## src/rtl/mem_slot_arbiter.sv

```systemverilog
module mem_slot_arbiter #(
  parameter int N_REQ       = 8,
  parameter int REFRESH_IDX = 1,
  parameter int CMD_IDX     = 7,
  parameter int STARVE_MAX  = 3
) (
  input  logic             clk,
  input  logic             rst_n,
  input  logic [N_REQ-1:0] req,
  input  logic             done,
  output logic [N_REQ-1:0] grant,
  output logic             mem_busy,
  output logic             refresh_starved
);
  localparam int CW = $clog2(STARVE_MAX + 1);
  localparam logic [CW-1:0] CMAX = CW'(STARVE_MAX);

  logic [N_REQ-1:0] pend, pick, take;
  logic [CW-1:0]    ref_cnt, ref_base;
  logic             free;

  assign free = ~|grant | done;
  assign take = free ? pick : '0;

  always_comb begin
    pick = '0;
    for (int i = N_REQ - 1; i >= 0; i--)
      if (pend[i]) begin
        pick    = '0;
        pick[i] = 1'b1;
      end
  end

  assign ref_base = take[REFRESH_IDX] ? '0 : ref_cnt;

  always_ff @(posedge clk) begin
    if (!rst_n) begin
      pend    <= '0;
      grant   <= '0;
      ref_cnt <= '0;
    end else begin
      pend <= (pend & ~take) | req;
      if (free) grant <= pick;
      if (req[REFRESH_IDX] && ref_base != CMAX) ref_cnt <= ref_base + 1'b1;
      else                                      ref_cnt <= ref_base;
    end
  end

  assign mem_busy        = |(grant & ~(N_REQ'(1) << CMD_IDX));
  assign refresh_starved = (ref_cnt == CMAX);


  onehot_grant_chk: assert property (@(posedge clk) disable iff (!rst_n)
    $onehot0(grant));


  hold_until_done_chk: assert property (@(posedge clk) disable iff (!rst_n)
    (grant != '0 && !done) |=> $stable(grant));


  rank_order_chk: assert property (@(posedge clk) disable iff (!rst_n)
    (grant != '0 && grant != $past(grant)) |-> (($past(pend) & (grant - 1'b1)) == '0));


  no_idle_grant_chk: assert property (@(posedge clk) disable iff (!rst_n)
    (grant == '0 || done) && pend == '0 |=> grant == '0);


  starve_pending_chk: assert property (@(posedge clk) disable iff (!rst_n)
    refresh_starved |-> pend[REFRESH_IDX]);


  cmd_not_busy_chk: assert property (@(posedge clk) disable iff (!rst_n)
    grant[CMD_IDX] |-> !mem_busy);
endmodule

```

## config.mk

```make
export PLATFORM = sky130hd
export DESIGN_NAME = mem_slot_arbiter
export DESIGN_NICKNAME = d
export VERILOG_FILES = /design/src/rtl/mem_slot_arbiter.sv
export SDC_FILE = /design/constraint.sdc
export NUM_CORES = 1
export LEC_CHECK = 0
export BUFFER_PORTS_ARGS = -buffer_cell sky130_fd_sc_hd__clkbuf_2
export CAP_MARGIN = 20
export CORE_AREA = 2 2 46 48
export DETAILED_ROUTE_END_ITERATION = 12
export DIE_AREA = 0 0 48 50
export GPL_TIMING_DRIVEN = 1
export PLACE_DENSITY = 0.72
export SLEW_MARGIN = 20
export SYNTH_ARGS = -nofsm -noshare
export SYNTH_HDL_FRONTEND = slang
export SYNTH_SLANG_ARGS = --single-unit
```

## constraint.sdc

```tcl
create_clock -name clk -period 1.8 [get_ports clk]
set_input_delay 0 -clock clk [delete_from_list [all_inputs] [get_ports clk]]
set_output_delay 0 -clock clk [all_outputs]
set_load 0.05 [all_outputs]
```

==> results_tabular.tex, run 1 <==
\begin{tabular}{lr}
\hline
Metric & Value \\
\hline
\multicolumn{2}{l}{\textbf{Outcome}} \\
Status & finished, final reports clean \\
\multicolumn{2}{l}{\textbf{Floorplanning}} \\
Die footprint & 2400 sq um \\
Die height & 50 microns \\
Starting density of the core & 0.432 \\
Site row count & 16 \\
Area of the core & 1900 sq um \\
IO Pins & 21 \\
Width of the chip & 48 microns \\
\multicolumn{2}{l}{\textbf{STA}} \\
Setup Viol. Count Final & 0 \\
Setup TNS Final & 0 ps \\
Pins over their slew limit & 0 \\
Hold Fails Final Rpt & 0 \\
Slack of the critical path & 8.98 ps \\
Portion of the clock cycle consumed by the worst path in the final layout & 0.995 \\
Setup Skew & 6.03 ps \\
Transition at the pin with the smallest max-transition slack & 481 ps \\
Worst Hold Slack & 11.6 ps \\
Headroom to the max-slew limit & 0.679 \\
Fmax & 558 MHz \\
RSZ-0062 raised after global routing & yes \\
Period minus WS final & 1790 ps \\
\multicolumn{2}{l}{\textbf{Setup path}} \\
Kind of cell with the highest combined delay on the critical path & simple AND/OR/NAND/NOR gates \\
Critical Path Sink Type & flop \\
Worst r2r path cells & 9 \\
FF-to-FF setup slack & 9 ps \\
Required time of the critical path & 1970 ps \\
Capture point of the worst reg-to-reg path & ref\_cnt[0] \\
Worst path cell trace & nor4\_4, a21oi\_2, nor2\_2, nor2b\_1, ha\_2, nand2b\_4, nand4\_1, o311a\_1, o211ai\_1 \\
Classification of the worst setup path & reg -> reg \\
WP buf/inv & 0 \\
Worst reg2reg path startpoint & grant[0] \\
CP Data Arrival Time & 1960 ps \\
Highest fanout seen on the critical path & 4 \\
Library cell contributing the largest single delay on the critical path & sky130\_fd\_sc\_hd\_\_dfxtp\_4 \\
Slowest stage delay, CP & 370 ps \\
Startpoint class of the critical path & flop \\
\multicolumn{2}{l}{\textbf{Drt}} \\
Average detailed-routed wire length per instance & 12.2 microns \\
Residual antenna-violating net count after detailed routing & 0 \\
DRT iter0 DRCs & 17 \\
Final Routed Wirelength & 1.93 mm \\
Routed vias & 842 \\
Iteration count of the initial detailed-routing pass & 4 \\
DRC violation count after routing & 0 \\
Avg Vias per Cell & 5.33 \\
\multicolumn{2}{l}{\textbf{Synthesis}} \\
Ranking of synthesized cells by instance count & 18 x sky130\_fd\_sc\_hd\_\_dfxtp\_1, 12 x sky130\_fd\_sc\_hd\_\_o21ai\_0, 11 x sky130\_fd\_sc\_hd\_\_nand2\_1 \\
Async set-or-reset flop fraction in the synthesized netlist & 0 \\
Count of yosys warnings during synthesis & 0 \\
Share of synthesized area occupied by flip-flops and latches & 0.439 \\
Syn Std Cell Area & 821 sq um \\
Mean instance size in the synthesized netlist & 8.13 sq um \\
Number of synthesized flops with an enable pin & 0 \\
Synth Register Bits & 18 \\
Dominant cells by area after synthesis & sky130\_fd\_sc\_hd\_\_dfxtp\_1 44\%, sky130\_fd\_sc\_hd\_\_o21ai\_0 7.3\%, sky130\_fd\_sc\_hd\_\_nand2\_1 5.0\% \\
Main flop type after synthesis & sky130\_fd\_sc\_hd\_\_dfxtp\_1 \\
Count of distinct cell types in the synthesized netlist & 26 \\
Cell taking the most area after synthesis & sky130\_fd\_sc\_hd\_\_dfxtp\_1 \\
Most frequent cell after synthesis & sky130\_fd\_sc\_hd\_\_dfxtp\_1 \\
Number of nets in the synthesized netlist & 113 \\
Cell count after synthesis & 101 \\
Synth top area share & 0.439 \\
\multicolumn{2}{l}{\textbf{GRT}} \\
Leftover overflow at the end of global routing & 0 \\
Via count of the first global-routing pass & 772 \\
Antenna violations before repair & 0 \\
Pin count of the biggest net entering global routing & 28 \\
GRT Overall Usage & 0.179 \\
Wire length of the first global-routing pass & 3.17 mm \\
\multicolumn{2}{l}{\textbf{Layout}} \\
Number of non-filler instances in the completed layout & 158 \\
Share of layout cells above drive strength 1 & 0.359 \\
Syn-to-layout area delta & 39.0\% \\
Number of diodes & 0 \\
NumNets Final & 144 \\
\multicolumn{2}{l}{\textbf{Clock tree}} \\
Total clock buffers created by CTS & 3 \\
Bufs on Longest Clock Path & 2 \\
Maximum level of the CTS H-tree & 1 \\
Clock root cell & sky130\_fd\_sc\_hd\_\_clkbuf\_4 \\
TritonCTS sink count & 18 \\
Clock latency at the later pin of the worst-skew pair & 290 ps \\
Clock tree from TritonCTS & built \\
Clock slew at reported path FFs & 100 ps \\
\multicolumn{2}{l}{\textbf{Pwr}} \\
Leakage component of the power & 0.000485 uW \\
Cell Pwr Density & 864 nW/um\^{}2 \\
VDD IR-drop max & 0.392 mV \\
Power consumption & 986 uW \\
\multicolumn{2}{l}{\textbf{Min path}} \\
Hold EP & pend[7] \\
Startpoint of the worst hold path & req[7] \\
Hold Crit Class & in -> reg \\
Instance count along the most critical hold path & 3 \\
\multicolumn{2}{l}{\textbf{Place}} \\
Worst slack, placed & -16.2 ps \\
Number of buffer cells added on primary ports & 20 \\
HPWL after DPL & 1.36 mm \\
GP Congestion & 0.914 \\
Cell count after placement & 147 \\
\multicolumn{2}{l}{\textbf{Job}} \\
Max-Cap Viols & 0 \\
\hline
\end{tabular}
==> worst reg2reg max path: stages, from the launching register on <==
cell and delay, ps:
sky130_fd_sc_hd__dfxtp_4 370, sky130_fd_sc_hd__nor4_4 310, sky130_fd_sc_hd__a21oi_2 110, sky130_fd_sc_hd__nor2_2 140, sky130_fd_sc_hd__nor2b_1 70, sky130_fd_sc_hd__ha_2 210
sky130_fd_sc_hd__nand2b_4 150, sky130_fd_sc_hd__nand4_1 80, sky130_fd_sc_hd__o311a_1 170, sky130_fd_sc_hd__o211ai_1 80
==> metrics by stage <==
stage               utilization  cell area (sq um)
detailed placement        0.539               1020
global route              0.600               1140
floorplan                     -                880
CTS                       0.597               1130
global placement          0.539               1020
finish                    0.600               1140
==> flip-flops by register name (all words and copies together), names as in the netlist <==
signal   count
pend         8
ref_cnt      2
grant        8
==> how the worst max path moves through the flow <==
stage,startpoint,end,cells past startpoint,slack [ps]
3_5_place_dp,grant[6],ref_cnt[0],9,-20
2_1_floorplan,grant[6],ref_cnt[0],9,4
3_3_place_gp,grant[6],ref_cnt[0],9,50
4_1_cts,grant[6],ref_cnt[0],9,2
5_1_grt,grant[4],ref_cnt[0],9,-90
6_report,grant[0],ref_cnt[0],9,9
==> routing by layer <==
metal  vias up  global-route usage  part of all wire
li1        429                   -                 -
met1       389               0.208              0.45
met2        22               0.320              0.50
met3         2              0.0220             0.040
met4         0              0.0541            0.0062
met5         -                   0                 0
==> power breakdown <==
| group | switching (uW) | internal, uW | leakage, uW |
|---|---|---|---|
| Sequential | 34.8 | 430 | 0.000153 |
| Clock | 122 | 123 | 0.0000210 |
| Combinational | 166 | 110 | 0.000311 |
==> cells in the final DEF, fill, tap and decap left out, drive strengths merged <==
cell type,count
o41ai,1
ha,1
or3,1
o211ai,2
and2,1
nand2,11
clkbuf,24
nor3b,1
nand4,5
nand2b,2
buf,5
nor3,5
a21oi,8
a21o,1
nor4,2
o21ai,12
dfxtp,18
nor2,5
o21a,1
a31oi,1
dlygate4sd3,6
o31ai,2
nand3,6
inv,3
or4,1
nor2b,4
and2b,1
o311a,1
==> kinds of logic (layout without fill, tap and decap cells) <==
family / count (synthesis) / after routing / synth area share
simple gates: 45 / 45 / 0.293
compound gates: 29 / 29 / 0.216
flops: 18 / 18 / 0.439
buf+inv: 8 / 38 / 0.0366
fa+ha+maj: 1 / 1 / 0.0152
==> cell type report <==
cell class,instances,area [sq um]
Clock buffer,4,36.3
Inverter,3,11.3
Multi-Input combinational cell,75,484
Fill cell,169,761
Sequential cell,18,378
Tap cell,27,33.8
Timing Repair Buffer,31,198
==> repair_timing <==
item	CTS	global route
endpoints found under the setup margin	1	2
gates resized for setup	2	2
hold buffers	6	0
setup buffers	1	0
endpoints found under the hold margin	6	0
pin swaps	1	4
Note: power is estimated with default switching activity, not from simulation.
==> inputs of run 2 (changes only) <==
- ABC_AREA: not set -> 1
- CORE_AREA: 2 2 46 48 -> 2 2 45 47
- DIE_AREA: 0 0 48 50 -> 0 0 47 49
==> results_tabular.tex, run 2 <==
\begin{tabular}{lr}
\hline
Metric & Value \\
\hline
\multicolumn{2}{l}{\textbf{STA}} \\
Setup Skew & 8.70 ps (+2.67 ps) \\
Worst Hold Slack & 38.7 ps (+27.1 ps) \\
Pins over their slew limit & 0 (unchanged) \\
Portion of the clock cycle consumed by the worst path in the final layout & 0.936 (-0.0587) \\
Fmax & 593 MHz (+6.3\%) \\
Hold Fails Final Rpt & 0 (unchanged) \\
Headroom to the max-slew limit & 0.719 (+0.0399) \\
Setup Viol. Count Final & 0 (unchanged) \\
Period minus WS final & 1690 ps (-106 ps) \\
Transition at the pin with the smallest max-transition slack & 421 ps (-60.3 ps) \\
RSZ-0062 raised after global routing & no \\
Setup TNS Final & 0 ps (unchanged) \\
\multicolumn{2}{l}{\textbf{Layout}} \\
Commonest non-fill, non-tap cells in the layout & 21 x sky130\_fd\_sc\_hd\_\_nand2\_1, 20 x sky130\_fd\_sc\_hd\_\_clkbuf\_2, 17 x sky130\_fd\_sc\_hd\_\_nor2\_1, 17 x sky130\_fd\_sc\_hd\_\_a21oi\_1, 13 x sky130\_fd\_sc\_hd\_\_inv\_1 \\
Leading cell type in the layout, fill and taps excluded & sky130\_fd\_sc\_hd\_\_nand2\_1 \\
NumNets Final & 158 (+9.7\%) \\
Syn-to-layout area delta & 41.1\% \\
Biggest registers after layout & grant (8), pend (8), ref\_cnt (2) \\
Share of layout cells above drive strength 1 & 0.283 (-0.0760) \\
Cell area after layout & 1090 sq um (-4.7\%) \\
Number of diodes & 0 (unchanged) \\
Final core utilization & 0.590 (-0.00965) \\
\multicolumn{2}{l}{\textbf{Synthesis}} \\
Mean instance size in the synthesized netlist & 7.14 sq um (-12\%) \\
Syn Std Cell Area & 771 sq um (-6.1\%) \\
Main flop type after synthesis & sky130\_fd\_sc\_hd\_\_dfxtp\_1 \\
Count of distinct cell types in the synthesized netlist & 17 (-35\%) \\
Cell count after synthesis & 108 (+6.9\%) \\
Async set-or-reset flop fraction in the synthesized netlist & 0 (unchanged) \\
Cell taking the most area after synthesis & sky130\_fd\_sc\_hd\_\_dfxtp\_1 \\
Count of yosys warnings during synthesis & 0 (unchanged) \\
Most frequent cell after synthesis & sky130\_fd\_sc\_hd\_\_nand2\_1 \\
Number of nets in the synthesized netlist & 120 (+6.2\%) \\
Dominant cells by area after synthesis & sky130\_fd\_sc\_hd\_\_dfxtp\_1 47\%, sky130\_fd\_sc\_hd\_\_a21oi\_1 11\%, sky130\_fd\_sc\_hd\_\_nand2\_1 10\% \\
Share of synthesized area occupied by flip-flops and latches & 0.468 (+0.0285) \\
Number of synthesized flops with an enable pin & 0 (unchanged) \\
Synth Register Bits & 18 (unchanged) \\
Synth top area share & 0.468 (+0.0285) \\
Ranking of synthesized cells by instance count & 21 x sky130\_fd\_sc\_hd\_\_nand2\_1, 19 x sky130\_fd\_sc\_hd\_\_nor2\_1, 18 x sky130\_fd\_sc\_hd\_\_dfxtp\_1 \\
\multicolumn{2}{l}{\textbf{Floorplanning}} \\
Site row count & 16 (unchanged) \\
IO Pins & 21 (unchanged) \\
Area of the core & 1840 sq um (-3.2\%) \\
Die footprint & 2300 sq um (-4.0\%) \\
Width of the chip & 47 microns (-2.1\%) \\
Die height & 49 microns (-2.0\%) \\
Starting density of the core & 0.418 (-0.0131) \\
\multicolumn{2}{l}{\textbf{GRT}} \\
Via count of the first global-routing pass & 690 (-11\%) \\
Antenna violations before repair & 0 (unchanged) \\
Leftover overflow at the end of global routing & 0 (unchanged) \\
GR Util met2 & 0.276 (-0.0437) \\
Busiest grt layer & met2 \\
GRT Overall Usage & 0.170 (-0.00832) \\
Wire length of the first global-routing pass & 2.84 mm (-10\%) \\
Global-route met1 utilization & 0.206 (-0.00204) \\
Pin count of the biggest net entering global routing & 14 (-50\%) \\
Global-route met3 utilization & 0.0444 (+0.0225) \\
\multicolumn{2}{l}{\textbf{Drt}} \\
Avg Vias per Cell & 4.77 (-10\%) \\
DRT iter0 DRCs & 25 (+8) \\
Residual antenna-violating net count after detailed routing & 0 (unchanged) \\
Final Routed Wirelength & 1.80 mm (-6.8\%) \\
DRC violation count after routing & 0 (unchanged) \\
Routed vias & 821 (-2.5\%) \\
Iteration count of the initial detailed-routing pass & 4 (unchanged) \\
Average detailed-routed wire length per instance & 10.5 microns (-14\%) \\
\multicolumn{2}{l}{\textbf{Setup path}} \\
Worst r2r path cells & 7 (-2) \\
CP Data Arrival Time & 1890 ps (-70 ps) \\
Critical Path Sink Type & flop \\
Capture point of the worst reg-to-reg path & pend[0] \\
Library cell contributing the largest single delay on the critical path & sky130\_fd\_sc\_hd\_\_dlygate4sd3\_1 \\
FF-to-FF setup slack & 110 ps (+110 ps) \\
Required time of the critical path & 2010 ps (+40 ps) \\
Number of cells on the critical path & 7 (-2) \\
Startpoint class of the critical path & flop \\
WP buf/inv & 2 (+2) \\
Kind of cell with the highest combined delay on the critical path & buffers and inverters \\
Worst reg2reg path startpoint & grant[4] \\
Worst path cell trace & nor2\_4, nand2\_1, o21ai\_2, buf\_6, nor2\_1, o21a\_1, dlygate4sd3\_1 \\
Highest fanout seen on the critical path & 4 (unchanged) \\
Classification of the worst setup path & reg -> reg \\
Slowest stage delay, CP & 550 ps (+180 ps) \\
\multicolumn{2}{l}{\textbf{Clock tree}} \\
TritonCTS sink count & 18 (unchanged) \\
Maximum level of the CTS H-tree & 1 (unchanged) \\
Clock slew at reported path FFs & 110 ps (about the same) \\
Clock tree from TritonCTS & built \\
Clock root cell & sky130\_fd\_sc\_hd\_\_clkbuf\_4 \\
Bufs on Longest Clock Path & 2 (unchanged) \\
Clock latency at the later pin of the worst-skew pair & 310 ps (+20 ps) \\
Total clock buffers created by CTS & 3 (unchanged) \\
\multicolumn{2}{l}{\textbf{Min path}} \\
Hold Crit Class & in -> reg \\
Hold EP & grant[7] \\
Startpoint of the worst hold path & done \\
Instance count along the most critical hold path & 4 (+1) \\
\multicolumn{2}{l}{\textbf{Pwr}} \\
Cell Pwr Density & 896 nW/um\^{}2 (+3.8\%) \\
VDD IR-drop max & 0.421 mV (+7.3\%) \\
Power consumption & 975 uW (-1.1\%) \\
Leakage component of the power & 0.000538 uW (+11\%) \\
\multicolumn{2}{l}{\textbf{Job}} \\
Max-Cap Viols & 0 (unchanged) \\
\multicolumn{2}{l}{\textbf{Place}} \\
GP Congestion & 0.738 (-19\%) \\
HPWL after DPL & 1.26 mm (-6.9\%) \\
Number of buffer cells added on primary ports & 20 (unchanged) \\
Cell area after placement & 915 sq um (-11\%) \\
\multicolumn{2}{l}{\textbf{Outcome}} \\
Status & finished, final reports clean \\
\hline
\end{tabular}
run 2: cell count changes after synthesis, moves of 4 or more:
cell,change
sky130_fd_sc_hd__a21oi_1,+9
sky130_fd_sc_hd__clkbuf_1,-4
sky130_fd_sc_hd__inv_1,+10
sky130_fd_sc_hd__nand2_1,+10
sky130_fd_sc_hd__nand4_1,-4
sky130_fd_sc_hd__nor2_1,+14
sky130_fd_sc_hd__nor2b_1,-4
sky130_fd_sc_hd__nor3_1,-4
sky130_fd_sc_hd__o21ai_0,-9
run 2: metrics by stage:
step	setup WS (ps)	instances
after floorplan	70.9	108
after global placement	235	155
after detailed placement	116	155
after CTS	45.0	169
after global routing	1.37	172
final	115	172
run 2: tightest hold or removal path, delay by kind of cell:
| kind | cells | cell delay, ps |
|---|---|---|
| buffers and inverters | 2 | 160 |
| and+or+nand+nor | 1 | 80 |
| AOI/OAI and AO/OA | 1 | 50 |
run 2: metal layers:
metal  wire length (microns)  up-vias
met4                      22        0
met2                     864       26
met5                       0        -
li1                        -      424
met1                     806      369
met3                     108        2
run 2: worst max path at each step:
stage | start | end | slack (ps)
finish | grant[4] | pend[0] | 110
global route | grant[7] | ref_cnt[0] | 1
CTS | grant[0] | pend[0] | 50
detailed placement | grant[4] | ref_cnt[1] | 120
global placement | grant[4] | ref_cnt[1] | 230
floorplan | grant[4] | ref_cnt[1] | 70
run 2: where the power goes:
part	internal (uW)	leakage, uW	total (uW)	switching (uW)
Sequential	430	0.000152	455	25.0
Clock	124	0.0000210	259	135
Combinational	95.8	0.000364	261	165
run 2: cell type report:
cell class / instances / area (sq um)
fillers: 183 / 754
flip-flops and latches: 18 / 370
multi-input cells: 75 / 357
repair buffers: 35 / 241
inverters: 13 / 48.8
clock buffers: 4 / 36.3
well taps: 27 / 33.8
run 2: cell families (layout without fill, tap and decap cells):
| family | Yosys count | in the layout | synth area share |
|---|---|---|---|
| adders and majority gates | 1 | 1 | 0.0162 |
| AOI/OAI and AO/OA | 23 | 23 | 0.161 |
| DFF | 18 | 18 | 0.468 |
| buffers and inverters | 15 | 52 | 0.0828 |
| and+or+nand+nor | 51 | 51 | 0.273 |
run 2: timing repair:
item | CTS | global route
resized for setup | 0 | 5
hold buffers | 10 | 0
hold endpoints to repair | 12 | 0
endpoints found under the setup margin | 0 | 3
setup buffers | 0 | 3
